===== src/rtl/irq_agg_pkg.sv =====
package irq_agg_pkg;

    localparam int PINS_PER_DEV = 4;

    typedef enum logic [0:0] {
        ST_WAIT  = 1'b0,
        ST_APPLY = 1'b1
    } agg_state_e;

    // rotating swizzle of a pin onto a set of lines
    function automatic int rotate_line(input int dev, input int pin, input int lines);
        return (dev + pin) % lines;
    endfunction

endpackage


===== src/rtl/irq_line_map.sv =====
module irq_line_map
    import irq_agg_pkg::*;
#(
    parameter int NUM_DEV     = 8,
    parameter int NUM_LINES   = 4,
    parameter bit HAS_BRIDGE  = 1'b0,
    parameter int BRIDGE_SLOT = 1,
    localparam int DEV_W  = (NUM_DEV > 1) ? $clog2(NUM_DEV) : 1,
    localparam int LINE_W = (NUM_LINES > 1) ? $clog2(NUM_LINES) : 1
) (
    input  logic [DEV_W-1:0]  dev,
    input  logic [1:0]        pin,
    output logic [LINE_W-1:0] line
);

    generate
        if (HAS_BRIDGE) begin : g_bridged
            always_comb begin
                int secondary;
                secondary = rotate_line(int'(dev), int'(pin), PINS_PER_DEV);
                line = LINE_W'(rotate_line(BRIDGE_SLOT, secondary, NUM_LINES));
            end
        end else begin : g_direct
            always_comb begin
                line = LINE_W'(rotate_line(int'(dev), int'(pin), NUM_LINES));
            end
        end
    endgenerate

endmodule


===== src/rtl/irq_pin_store.sv =====
module irq_pin_store
    import irq_agg_pkg::*;
#(
    parameter int NUM_DEV = 8,
    localparam int SRC_N = NUM_DEV * PINS_PER_DEV,
    localparam int DEV_W = (NUM_DEV > 1) ? $clog2(NUM_DEV) : 1,
    localparam int IDX_W = DEV_W + 2
) (
    input  logic             clk,
    input  logic             rst_n,
    input  logic [IDX_W-1:0] idx,
    input  logic             wr_en,
    input  logic             wr_level,
    output logic             rd_level,
    output logic [SRC_N-1:0] levels
);

    always_ff @(posedge clk) begin
        if (!rst_n) begin
            levels <= '0;
        end else if (wr_en) begin
            levels[idx] <= wr_level;
        end
    end

    assign rd_level = levels[idx];

endmodule


===== src/rtl/irq_line_counters.sv =====
module irq_line_counters
    import irq_agg_pkg::*;
#(
    parameter int NUM_DEV   = 8,
    parameter int NUM_LINES = 4,
    localparam int SRC_N  = NUM_DEV * PINS_PER_DEV,
    localparam int CNT_W  = $clog2(SRC_N + 1),
    localparam int LINE_W = (NUM_LINES > 1) ? $clog2(NUM_LINES) : 1
) (
    input  logic                       clk,
    input  logic                       rst_n,
    input  logic                       step_en,
    input  logic                       step_up,
    input  logic [LINE_W-1:0]          step_line,
    output logic [NUM_LINES*CNT_W-1:0] cnt_flat,
    output logic [NUM_LINES-1:0]       line_out
);

    generate
        for (genvar l = 0; l < NUM_LINES; l++) begin : g_line
            logic [CNT_W-1:0] cnt;
            always_ff @(posedge clk) begin
                if (!rst_n) begin
                    cnt <= '0;
                end else if (step_en && step_line == LINE_W'(l)) begin
                    cnt <= step_up ? cnt + 1'b1 : cnt - 1'b1;
                end
            end
            assign cnt_flat[l*CNT_W +: CNT_W] = cnt;
            assign line_out[l] = |cnt;
        end
    endgenerate

endmodule


===== src/rtl/irq_line_aggregator.sv =====
module irq_line_aggregator
    import irq_agg_pkg::*;
#(
    parameter int NUM_DEV     = 8,
    parameter int NUM_LINES   = 4,
    parameter bit HAS_BRIDGE  = 1'b0,
    parameter int BRIDGE_SLOT = 1,
    localparam int DEV_W  = (NUM_DEV > 1) ? $clog2(NUM_DEV) : 1,
    localparam int LINE_W = (NUM_LINES > 1) ? $clog2(NUM_LINES) : 1,
    localparam int SRC_N  = NUM_DEV * PINS_PER_DEV,
    localparam int CNT_W  = $clog2(SRC_N + 1)
) (
    input  logic                 clk,
    input  logic                 rst_n,
    input  logic                 req_valid,
    output logic                 req_ready,
    input  logic [DEV_W-1:0]     req_dev,
    input  logic [1:0]           req_pin,
    input  logic                 req_level,
    output logic [NUM_LINES-1:0] line_out
);

    agg_state_e state, state_nx;

    logic [DEV_W-1:0]           cap_dev;
    logic [1:0]                 cap_pin;
    logic                       cap_level;
    logic [LINE_W-1:0]          cap_line;
    logic                       stored_level;
    logic                       dev_ok;
    logic                       apply_step;
    logic [SRC_N-1:0]           pin_levels;
    logic [NUM_LINES*CNT_W-1:0] line_cnt;

    // state register
    always_ff @(posedge clk) begin
        if (!rst_n) begin
            state <= ST_WAIT;
        end else begin
            state <= state_nx;
        end
    end

    // request capture
    always_ff @(posedge clk) begin
        if (!rst_n) begin
            cap_dev   <= '0;
            cap_pin   <= '0;
            cap_level <= 1'b0;
        end else if (state == ST_WAIT && req_valid) begin
            cap_dev   <= req_dev;
            cap_pin   <= req_pin;
            cap_level <= req_level;
        end
    end

    // next state
    always_comb begin
        state_nx = state;
        unique case (state)
            ST_WAIT:  if (req_valid) state_nx = ST_APPLY;
            ST_APPLY: state_nx = ST_WAIT;
            default:  state_nx = ST_WAIT;
        endcase
    end

    assign dev_ok = int'(cap_dev) < NUM_DEV;

    // outputs of the state machine
    always_comb begin
        req_ready  = 1'b0;
        apply_step = 1'b0;
        unique case (state)
            ST_WAIT:  req_ready  = 1'b1;
            ST_APPLY: apply_step = dev_ok && (cap_level != stored_level);
            default:  req_ready  = 1'b0;
        endcase
    end

    irq_line_map #(
        .NUM_DEV     (NUM_DEV),
        .NUM_LINES   (NUM_LINES),
        .HAS_BRIDGE  (HAS_BRIDGE),
        .BRIDGE_SLOT (BRIDGE_SLOT)
    ) u_map (
        .dev  (cap_dev),
        .pin  (cap_pin),
        .line (cap_line)
    );

    irq_pin_store #(
        .NUM_DEV (NUM_DEV)
    ) u_store (
        .clk      (clk),
        .rst_n    (rst_n),
        .idx      ({cap_dev, cap_pin}),
        .wr_en    (apply_step),
        .wr_level (cap_level),
        .rd_level (stored_level),
        .levels   (pin_levels)
    );

    irq_line_counters #(
        .NUM_DEV   (NUM_DEV),
        .NUM_LINES (NUM_LINES)
    ) u_cnt (
        .clk       (clk),
        .rst_n     (rst_n),
        .step_en   (apply_step),
        .step_up   (cap_level),
        .step_line (cap_line),
        .cnt_flat  (line_cnt),
        .line_out  (line_out)
    );

endmodule


===== config.mk =====
export PLATFORM = sky130hd
export DESIGN_NAME = irq_line_aggregator
export DESIGN_NICKNAME = d
export VERILOG_FILES = /design/src/rtl/irq_agg_pkg.sv /design/src/rtl/irq_line_map.sv /design/src/rtl/irq_pin_store.sv /design/src/rtl/irq_line_counters.sv /design/src/rtl/irq_line_aggregator.sv
export SDC_FILE = /design/constraint.sdc
export NUM_CORES = 1
export LEC_CHECK = 0
export ABC_CLOCK_PERIOD_IN_PS = 7900
export BUFFER_PORTS_ARGS = -buffer_cell sky130_fd_sc_hd__buf_2
export CORE_ASPECT_RATIO = 1.2
export CORE_MARGIN = 8
export CORE_UTILIZATION = 59
export DETAILED_ROUTE_END_ITERATION = 10
export HOLD_SLACK_MARGIN = 0.12
export PLACE_DENSITY = 0.76
export SYNTH_ARGS = -nofsm -noshare
export SYNTH_HDL_FRONTEND = slang
export SYNTH_SLANG_ARGS = --single-unit

===== constraint.sdc =====
create_clock -name clk -period 7.9 [get_ports clk]
set_input_delay 0.395 -clock clk [delete_from_list [all_inputs] [get_ports clk]]
set_output_delay 0.395 -clock clk [all_outputs]
set_load 0.1 [all_outputs]

==> results.md <==
* Run status: finished clean
* Hold Path Class: input port to register
* I/O Buffers at 13
* Vias per std cell at 6.14
* Die ar. at 0.0100 mm²
* Synth Area in Simple Gates at just under 20%
* Startpoint Class: register
* Ys async rst share at 0%
* TNS Setup at 0 ns
* Slowest CP cell: dfxtp_1
* Leakage at 0.00163 µW
* Post-Synth XOR/XNOR Area at 3.30%
* Post-DRT Antenna Nets at 0
* Rows at 33
* Peak VDD IR at 0.123 mV
* Post-synth EDFFs at 0
* Post-Syn Area at 0.00417 mm²
* Top-level I/O count at 14
* H-Tree Level Count at 3
* Multiplexer share of the synthesized area at 14.6%
* DRT iter0 DRCs at 248
* Seq/Total Area, Yosys at 30.2%
* Max-cap check violation count at 0
* CP Max Fanout at 35
* Post-layout min period at 3.69 ns
* Hold-fix buffers, CTS at 0
* Pwr per Cell Area at 171 mW/mm²
* Synth Flop Type: dfxtp_1
* Largest net degree at the start of global routing at 88
* Clk root buf: clkbuf_8
* Final Setup Violations at 0
* Via count at 3478
* CTS tree: yes
* CTS max path bufs at 2
* Initial antenna violation count at 0
* Post-DP HPWL at 5690 µm
* Routed wire length at 8830 µm
* Setup WS post-layout at between 4 and 5 ns
* Compound-Gate Fraction of Synth Area at 21.1%
* Post-CTS Resized at 0
* Synth Area in Adders at roughly 7%
* Chip width at 92.8 µm
* Max Transition Viols Final at 0
* Critical-path cell list: mux4_1, nand2b_1, a21o_1, and4_1, mux2i_4, mux2i_1
* Fin util at approximately 64%
* GRT overflow at 0
* Core area at 0.00685 mm²
* #FFs+latches synth at 63
* Clock transition at path regs at approximately 0.070 ns
* Vias in the first global route at about 3300
* Fraction of layout cells with a size suffix above 1 at 8.77%
* Final Hold Viols at 0
* Antenna diode count at 0
* TritonCTS buffer count at 9
* DRC at 0
* Initial Util at 60.9%
* Mapped Cells at 483
* RSZ-0062 raised after global routing: no
* GRT Overall Usage at 18.6%
* WP data arrival at 3.96 ns
* Final GP Congestion at roughly 0.80
* Postcts setup bufs at 0
* Clock Sinks at 63
* Crit path capture type: register
* NumNets Final at 504
* First-pass GRT wire length at 15500 µm
* Avg Cell Area, Syn at around 8.6 µm²
* Period Utilization, post-route at around 47%
* Worst-Margin Slew at 1.15 ns
* Max-slew headroom at between 20% and 30%
* CP required at approximately 8.2 ns
* Largest family of logic cells by synthesized area: compound AO/OA/AOI/OAI gates
* Skew final at 0.00736 ns
* Area grow syn2layout at 4.83%
* Syn Nets at 513
* Fmax at 0.271 GHz
* Synth unique cells at 47
* Latest clock arrival within the worst-skew pair at between 0.3 and 0.4 ns
* Die H at 108 µm
* Wirelength per Cell at 15.6 µm
* Yosys warns at 0
* Type of the worst setup path: register to register
* Max stage delay on crit path at 1.06 ns
* Pre-CTS WS at 4.21 ns
* DR pass1 iterations at 5
==> synth_stat cells, types with 3 or more instances <==
cell / n / area share [%]
a21boi_0: 28 / 5.0
buf_2: 6 / 0.72
nor2b_1: 8 / 1.2
a21boi_1: 4 / 0.72
buf_6: 3 / 0.81
nand3b_1: 7 / 1.3
nand2_1: 55 / 4.9
ha_1: 17 / 5.1
nand3_1: 7 / 0.84
a21o_1: 9 / 1.6
mux2i_1: 50 / 12
fa_1: 4 / 1.9
dfxtp_1: 63 / 30
xor2_1: 4 / 0.84
a21oi_1: 13 / 1.6
o21ai_0: 40 / 4.8
mux2_4: 4 / 1.4
nand2b_1: 17 / 2.5
nor3_1: 31 / 3.7
o22ai_1: 4 / 0.60
o31ai_1: 28 / 5.0
xnor2_1: 8 / 1.7
nor2_1: 17 / 1.5
nor4_1: 4 / 0.60
clkbuf_1: 24 / 2.2
or3_1: 5 / 0.75
==> cell usage in the layout (no fill, tap or decap), drive strengths merged, types with 8 or more instances in the layout <==
master / count
a21boi: 32
a21o: 9
a21oi: 13
buf: 15
clkbuf: 12
dfxtp: 63
ha: 17
mux2i: 51
nand2: 55
nand2b: 19
nor2: 17
nor2b: 8
nor3: 31
o21ai: 41
o31ai: 28
xnor2: 9
==> state kept, by name, indices dropped and copies added (netlist names) <==
name / count
cap_pin: 2
state: 1
cap_level: 1
u_cnt.g_line.cnt: 24
u_store.levels: 32
cap_dev: 3
==> metal layers <==
metal | track usage [%] | share of wire (%)
met1 | 22.2 | 44
met2 | 32.6 | 50
met4 | 7.50 | 1.7
met3 | 2.98 | 3.7
met5 | 0 | 0
==> worst paths after layout <==
path / startpoint / cells past startpoint / endpoint / slack [ns]
worst max-delay path: cap_pin[1] / 6 / u_cnt.g_line[0].cnt[1] / 4.21
worst min-delay path: req_level / 3 / cap_level / 0.30
worst max register to register: cap_pin[1] / 6 / u_cnt.g_line[0].cnt[1] / 4.21
worst min register to register: u_cnt.g_line[2].cnt[5] / 2 / u_cnt.g_line[2].cnt[5] / 0.47
==> worst max-delay path: cells and delay by family, from the launching register on <==
family | cells | cell delay (ns)
AOI/OAI and AO/OA | 1 | 0.16
DFF | 1 | 1.06
muxes | 3 | 1.30
and+or+nand+nor | 2 | 1.08
==> stage by stage <==
step           cell area (µm²)  hold WS (ns)  power [µW]  cells
2_1_floorplan             4170         0.442         455    483
3_3_place_gp              4190         0.462         471    550
3_5_place_dp              4190         0.466         474    550
4_1_cts                   4380         0.301         751    566
5_1_grt                   4380         0.317         782    566
6_report                  4380         0.298         747    566
==> cell type report <==
cell class | count | area, µm²
fill | 592 | 2480
tap | 87 | 109
multi-input combinational | 382 | 2720
timing repair buffer | 15 | 80.1
sequential | 63 | 1260
clock inverter | 4 | 45.0
inverter | 3 | 11.3
clock buffer | 12 | 145
==> where the power goes <==
| part | leakage (µW) | total, µW | switching [µW] | internal (µW) |
|---|---|---|---|---|
| clock network | 0.000100 | 280 | 127 | 153 |
| logic | 0.00102 | 125 | 79.4 | 45.5 |
| registers | 0.000509 | 342 | 15.6 | 327 |
| total | 0.00163 | 747 | 222 | 525 |
==> kinds of logic after synthesis <==
group / count (synthesis)
AND/OR/NAND/NOR: 158
AO/OA/AOI/OAI: 133
flip-flops: 63
multiplexers: 56
buffers and inverters: 38
adder cells (fa/ha/maj): 21
XOR/XNOR: 14
No activity file was read; power rests on OpenSTA's default activity.
